--- config.mk ---
export PLATFORM = sky130hd
export DESIGN_NAME = run_ctl_unit
export DESIGN_NICKNAME = d
export VERILOG_FILES = /design/src/rtl/run_ctl_unit.sv
export SDC_FILE = /design/constraint.sdc
export NUM_CORES = 1
export LEC_CHECK = 0
export ABC_AREA = 1
export BUFFER_PORTS_ARGS = -buffer_cell sky130_fd_sc_hd__buf_4
export CELL_PAD_IN_SITES_DETAIL_PLACEMENT = 0
export CELL_PAD_IN_SITES_GLOBAL_PLACEMENT = 1
export CORE_UTILIZATION = 38
export CTS_BUF_LIST = sky130_fd_sc_hd__clkbuf_16
export DETAILED_ROUTE_END_ITERATION = 16
export PLACE_DENSITY_LB_ADDON = 0.2
export SKIP_LAST_GASP = 1
export SYNTH_ARGS = -nofsm -noshare
export SYNTH_HDL_FRONTEND = slang
export SYNTH_SLANG_ARGS = --single-unit
--- constraint.sdc ---
create_clock -name clk -period 1.75 [get_ports clk]
set_input_delay 0.175 -clock clk [delete_from_list [all_inputs] [get_ports clk]]
set_output_delay 0.175 -clock clk [all_outputs]
set_load 0.05 [all_outputs]
--- src/rtl/run_ctl_unit.sv ---
module run_ctl_unit #(
  parameter int          ADDR_W   = 8,
  parameter int          DATA_W   = 32,
  parameter logic [31:0] NPC_MASK = 32'h0003_FFFD,
  parameter int          ISO_BIT  = 7
) (
  input  logic              clk,
  input  logic              rst_n,
  input  logic              req_valid,
  input  logic              req_write,
  input  logic [ADDR_W-1:0] req_addr,
  input  logic [DATA_W-1:0] req_wdata,
  output logic              rsp_valid,
  output logic [DATA_W-1:0] rsp_rdata,
  output logic              rsp_err,
  output logic              core_run,
  output logic              core_stop_req,
  input  logic              core_stopped,
  input  logic              core_iso_set
);

  localparam logic [ADDR_W-1:0] OFS_CTL  = ADDR_W'(0);
  localparam logic [ADDR_W-1:0] OFS_STAT = ADDR_W'(4);
  localparam logic [ADDR_W-1:0] OFS_NPC  = ADDR_W'(8);
  localparam logic [DATA_W-1:0] CODE_RUN  = DATA_W'(1);
  localparam logic [DATA_W-1:0] CODE_STOP = DATA_W'(0);
  localparam logic [DATA_W-1:0] MASK_W    = DATA_W'(NPC_MASK);

  logic              run_q, stop_q, halt_q, iso_q;
  logic [DATA_W-1:0] npc_q, ctl_q;
  logic              npc_rd_run_q;

  wire wr = req_valid & req_write;
  wire rd = req_valid & ~req_write;

  wire hit_ctl  = req_addr == OFS_CTL;
  wire hit_stat = req_addr == OFS_STAT;
  wire hit_npc  = req_addr == OFS_NPC;

  wire code_ok  = (req_wdata == CODE_RUN) | (req_wdata == CODE_STOP);
  wire ctl_wr   = wr & hit_ctl & code_ok;
  wire run_go   = ctl_wr & (req_wdata == CODE_RUN) & ~run_q;
  wire stop_go  = ctl_wr & (req_wdata == CODE_STOP) & run_q;
  wire run_clr  = run_q & core_stopped;
  wire npc_wr   = wr & hit_npc & ~run_q;

  wire bad = req_valid & (~(hit_ctl | hit_stat | hit_npc)
                          | (wr & hit_stat)
                          | (wr & hit_ctl & ~code_ok));

  logic [DATA_W-1:0] status;
  always_comb begin
    status = '0;
    status[0] = run_q;
    status[1] = halt_q;
    status[ISO_BIT] = iso_q;
  end

  logic [DATA_W-1:0] rd_mux;
  always_comb begin
    rd_mux = '0;
    if (hit_ctl)  rd_mux = ctl_q;
    if (hit_stat) rd_mux = status;
    if (hit_npc)  rd_mux = run_q ? '0 : npc_q;
  end

  always_ff @(posedge clk) begin
    if (!rst_n) begin
      run_q  <= 1'b0;
      stop_q <= 1'b0;
      halt_q <= 1'b0;
      iso_q  <= 1'b0;
    end else begin
      if (run_clr)     run_q <= 1'b0;
      else if (run_go) run_q <= 1'b1;

      if (run_clr)      stop_q <= 1'b0;
      else if (stop_go) stop_q <= 1'b1;

      if (run_clr && stop_q) halt_q <= 1'b1;
      else if (run_go)       halt_q <= 1'b0;

      if (core_iso_set) iso_q <= 1'b1;
    end
  end

  always_ff @(posedge clk) begin
    if (!rst_n) begin
      npc_q <= '0;
      ctl_q <= '0;
    end else begin
      if (npc_wr) npc_q <= req_wdata & MASK_W;
      if (ctl_wr) ctl_q <= req_wdata;
    end
  end

  always_ff @(posedge clk) begin
    if (!rst_n) begin
      rsp_valid    <= 1'b0;
      rsp_err      <= 1'b0;
      rsp_rdata    <= '0;
      npc_rd_run_q <= 1'b0;
    end else begin
      rsp_valid    <= rd;
      rsp_err      <= bad;
      rsp_rdata    <= (rd && !bad) ? rd_mux : '0;
      npc_rd_run_q <= rd & hit_npc & run_q;
    end
  end

  assign core_run      = run_q;
  assign core_stop_req = stop_q;

  p_npc_frozen_r4: assert property (@(posedge clk) disable iff (!rst_n)
    run_q |=> $stable(npc_q));

  p_stop_hold_r6: assert property (@(posedge clk) disable iff (!rst_n)
    (core_stop_req && !core_stopped) |=> core_stop_req);

  p_stop_needs_run_r6: assert property (@(posedge clk) disable iff (!rst_n)
    core_stop_req |-> core_run);

  p_start_clears_halt_r2: assert property (@(posedge clk) disable iff (!rst_n)
    $rose(core_run) |-> !halt_q);

  p_npc_rd_zero_r5: assert property (@(posedge clk) disable iff (!rst_n)
    npc_rd_run_q |-> (rsp_rdata == '0));

  p_err_rdata_r8: assert property (@(posedge clk) disable iff (!rst_n)
    (rsp_err && rsp_valid) |-> (rsp_rdata == '0));

  p_iso_sticky_r9: assert property (@(posedge clk) disable iff (!rst_n)
    iso_q |=> iso_q);

endmodule

---- After elaboration in Yosys (flattened, before gate mapping) ----
Cells that the tools add are included.
cells by class
  eq/ne operators ......................... 3
  reductions and logical operators ........ 8
  bitwise operators ....................... 24
  mux-type cells .......................... 6
operators with widths
  kind                                                                    number
  32-bit 2-to-1 mux                                                       3
  32-bit by 1-bit equality test with 1-bit output, second input constant  1
  32-bit logical NOT                                                      1
  18-bit 2-to-1 mux                                                       1
  1-bit AND                                                               14
  8-bit by 3-bit equality test with 1-bit output, second input constant   1
  8-bit by 4-bit equality test with 1-bit output, second input constant   1
  8-bit logical NOT                                                       1
  1-bit inverter                                                          5
  1-bit OR                                                                5
  1-bit logical AND                                                       2
  1-bit 2-to-1 mux                                                        2
  2-bit AND reduction                                                     1
  2-bit nonzero test                                                      1
  2-bit OR reduction                                                      1
  1-bit logical NOT                                                       1
word-level totals
  output and inout port bits .............. 36
  register bits ........................... 87

---- Logic depth before layout (Yosys ltp) ----
  word-level depth ........................ 10
  mapped depth ............................ 10

---- Worst setup path after synthesis ----
OpenSTA, ideal clock, no wires.
  kind .................................... flip-flop to flip-flop
  from .................................... reg run_q (netlist: core_run)
  to ...................................... reg npc_q[0]
  buffers on the path ..................... 1
  slack ................................... 0.168 ns
  data arrival time ....................... 1.512 ns
  required time ........................... 1.680 ns
  cell stages (with the launch flop) ...... 6
  setup time .............................. 0.070 ns
  period minus slack after synthesis ...... 1.582 ns
  cells stage by stage .................... dfxtp_1 inv_1 nand4_1 clkbuf_1 o21ai_0 a21oi_1
between the ends
  word-level cells in the longest chain between the ends .. 2
RTL lines
  what                      line  text
  start: declaration        29    logic run_q, stop_q, halt_q, iso_q;
  start signal: assignment  69    run_q <= 1'b0;
  start signal: assignment  74    if (run_clr) run_q <= 1'b0;
  start signal: assignment  75    else if (run_go) run_q <= 1'b1;
  1-bit inverter            45    wire npc_wr = wr & hit_npc & ~run_q;
  1-bit AND                 45
  end signal: assignment    92    if (npc_wr) npc_q <= req_wdata & MASK_W;
  end: declaration          30    logic [DATA_W-1:0] npc_q, ctl_q;
Every way passes these cells.
A chain may end at the register's enable or synchronous reset.

---- Final worst setup path ----
  from .................................... reg run_q (netlist: core_run)
  to ...................................... reg npc_q[3]
The elaborated chain is that of the path after synthesis.

==> qor.txt <==
status: finished clean
IO Pins: 82
TritonCTS Buffers: 9
Sink Count: 87
critical path endpoint category: flip-flop
TritonCTS clock tree: built
PD cells: 984 nW/um^2
first-pass GRT wire length: 10300 um
Min-Delay Endpoint: iso_q
routed via count: 2584
Compound-Gate Fraction of Synth Area: 0.100
num rows: 33
vias in the first global route: 2217
synthesized cell area: 3240 sq um
Gate Count Post-Synth: 405
CP max-delay cell: dfxtp_1
area growth from synthesis to layout: 31.8%
register area: 1740 sq um
clk_lat worst skew: 330 ps
HP Class: input port to flip-flop
Root Buffer Master: clkbuf_16
actual slew at the worst max-slew pin: 442 ps
Util after Layout: 0.520
unrepaired setup endpoints after global routing: false
commonest cells after routing, fill and taps aside: 102 x inv_1, 87 x dfxtp_1, 86 x buf_4, 58 x nor2_1, 32 x nand2_1
clk slew on worst S/H paths: 60 ps
CP Data Required Time: 2010 ps
Post-Syn Nets: 451
core area: 8220 sq um
Tmin final: 1310 ps
Register-to-Register Setup Slack: 440 ps
DP Area: 3940 sq um
Slew headroom: 0.705
reg2reg start: core_run
final hold vios: 0
number of flops mapped to enable cells by yosys: 0
Final #Nets: 534
Max Fclk: 0.761 GHz
multi-input logic area: 1010 sq um
share of layout cells above drive strength 1: 0.241
Leak: 0.00174 uW
Max Fanout on Critical Path: 34
filler instances: 837
hold buffers post-CTS: 0
Yosys warning total: 0
main combinational cell family by area after synthesis: simple AND/OR/NAND/NOR gates
Avg Vias per Cell: 4.32
# DRC: 0
simple-gate portion of the synthesized area: 0.212
Hold Crit Depth: 3
synthesis-stage register bit count: 87
# H-tree levels: 3
Reg2Reg Depth: 5
postcts setup bufs: 0
Port Buf Inserts: 81
kind of critical path: flip-flop to flip-flop
Tot GR Track Use: 0.154
CTS max path bufs: 2
Total Routed Length: 6370 um
Die Ht: 94.4 um
largest net degree at the start of global routing: 35
sequential area share after synthesis: 0.537
Die Area: 8900 sq um
Final period util: 0.751
critical path arrival: 1570 ps
multiplexer area fraction after synthesis: 0
gpl congestion: 0.786
Final setup viols: 0
first-pass iteration count of the detailed router: 4
Worst path max stage delay: 390 ps
commonest non-fill, non-tap cell in the layout: inv_1
reg-to-reg critical path endpoint: npc_q[3]
XOR/XNOR Fraction of Synth Area: 0
HP Start: core_iso_set
dpl hpwl: 4550 um
MaxCap Viol Count: 0
final instance area: 4270 sq um
Final Max Tran Viols: 0
initial drt markers: 103
ys flop type: dfxtp_1
diodes inserted: 0
Synth Area in Adders: 0
asr flop ratio synth: 0
Layout Skew: 4.88 ps
WL/cell: 10.7 um
setup_tns: 0 ps
highest ir drop seen on vdd: 0.507 mV
die outline width: 94.4 um
PostCTS Resize Cnt: 0
total grt overflow: 0
initial antenna violation count: 0
syn avg cell area: 8.00 sq um
CP cell instances: inv_1 > nand4_1 > buf_4 > o21ai_0 > a21oi_1
Detail Route Antenna Nets: 0
Initial Util: 0.395
CP startpoint kind: flip-flop
Cell variety after synth: 25
[final cells by class]
type / count / share of cell area
clock buffers: 9 / 0.0527
clock inverters: 7 / 0.0243
inverters: 104 / 0.0922
multi-input cells: 199 / 0.237
flip-flops and latches: 87 / 0.408
well taps: 105 / 0.0307
repair buffers: 87 / 0.156
[Yosys cell counts, drive strengths merged (4+ instances only)]
cell type  number  area, sq um
buf             6         61.3
o21ai          20          100
inv           103          389
nor3           33          190
a21oi          21          105
nand4           4         40.0
dfxtp          87         1740
clkbuf          9         33.8
nor2           62          262
nand2          32          120
o22ai          15         93.8
nand3           9         67.6
[worst max-delay path, delay by kind of cell (launching register included)]
kind                   cells  cell delay [ps]
buffers and inverters      2              410
AND/OR/NAND/NOR            1              120
AO/OA/AOI/OAI              2              310
flip-flops                 1              390
[how the worst max path moves through the flow]
stage	from	end	slack [ps]	cells past startpoint
global placement	req_wdata[31]	rsp_rdata[1]	220	10
detailed placement	req_wdata[8]	rsp_rdata[14]	180	10
finish	core_run	npc_q[3]	440	5
CTS	core_run	npc_q[3]	410	5
floorplan	core_run	npc_q[0]	170	5
global route	core_run	npc_q[3]	320	5
[metrics by stage]
step / worst slack [ps] / instances / hold WS [ps] / power [uW]
floorplan: 168 / 405 / 291 / 2100
global route: 315 / 598 / 78.1 / 4370
detailed placement: 182 / 582 / 404 / 2210
finish: 436 / 598 / 73.2 / 4200
global placement: 223 / 582 / 387 / 2210
CTS: 412 / 598 / 70.5 / 4250
[logic make-up (layout without fill, tap and decap cells)]
kind of cell | Yosys count | after routing
AO/OA/AOI/OAI | 58 | 58
buffers and inverters | 119 | 207
flip-flops | 87 | 87
AND/OR/NAND/NOR | 141 | 141
[power breakdown]
part / internal [uW] / switching [uW]
Sequential: 1980 / 1.88
Combinational: 89.4 / 85.9
Clock: 1270 / 775
[state kept, by name, indices dropped and copies added, names as in the netlist]
register,count
iso_q,1
core_run,1
rsp_err,1
ctl_q,32
halt_q,1
npc_q,17
rsp_rdata,32
core_stop_req,1
rsp_valid,1
[metal layers]
metal / wire, um / GRT usage / part of all wire
met2: 2850 / 0.226 / 0.45
met1: 3090 / 0.208 / 0.49
met5: 0 / 0 / 0
met4: 123 / 0.0859 / 0.019
met3: 303 / 0.0330 / 0.048
Note: power is estimated with default switching activity, not from simulation.
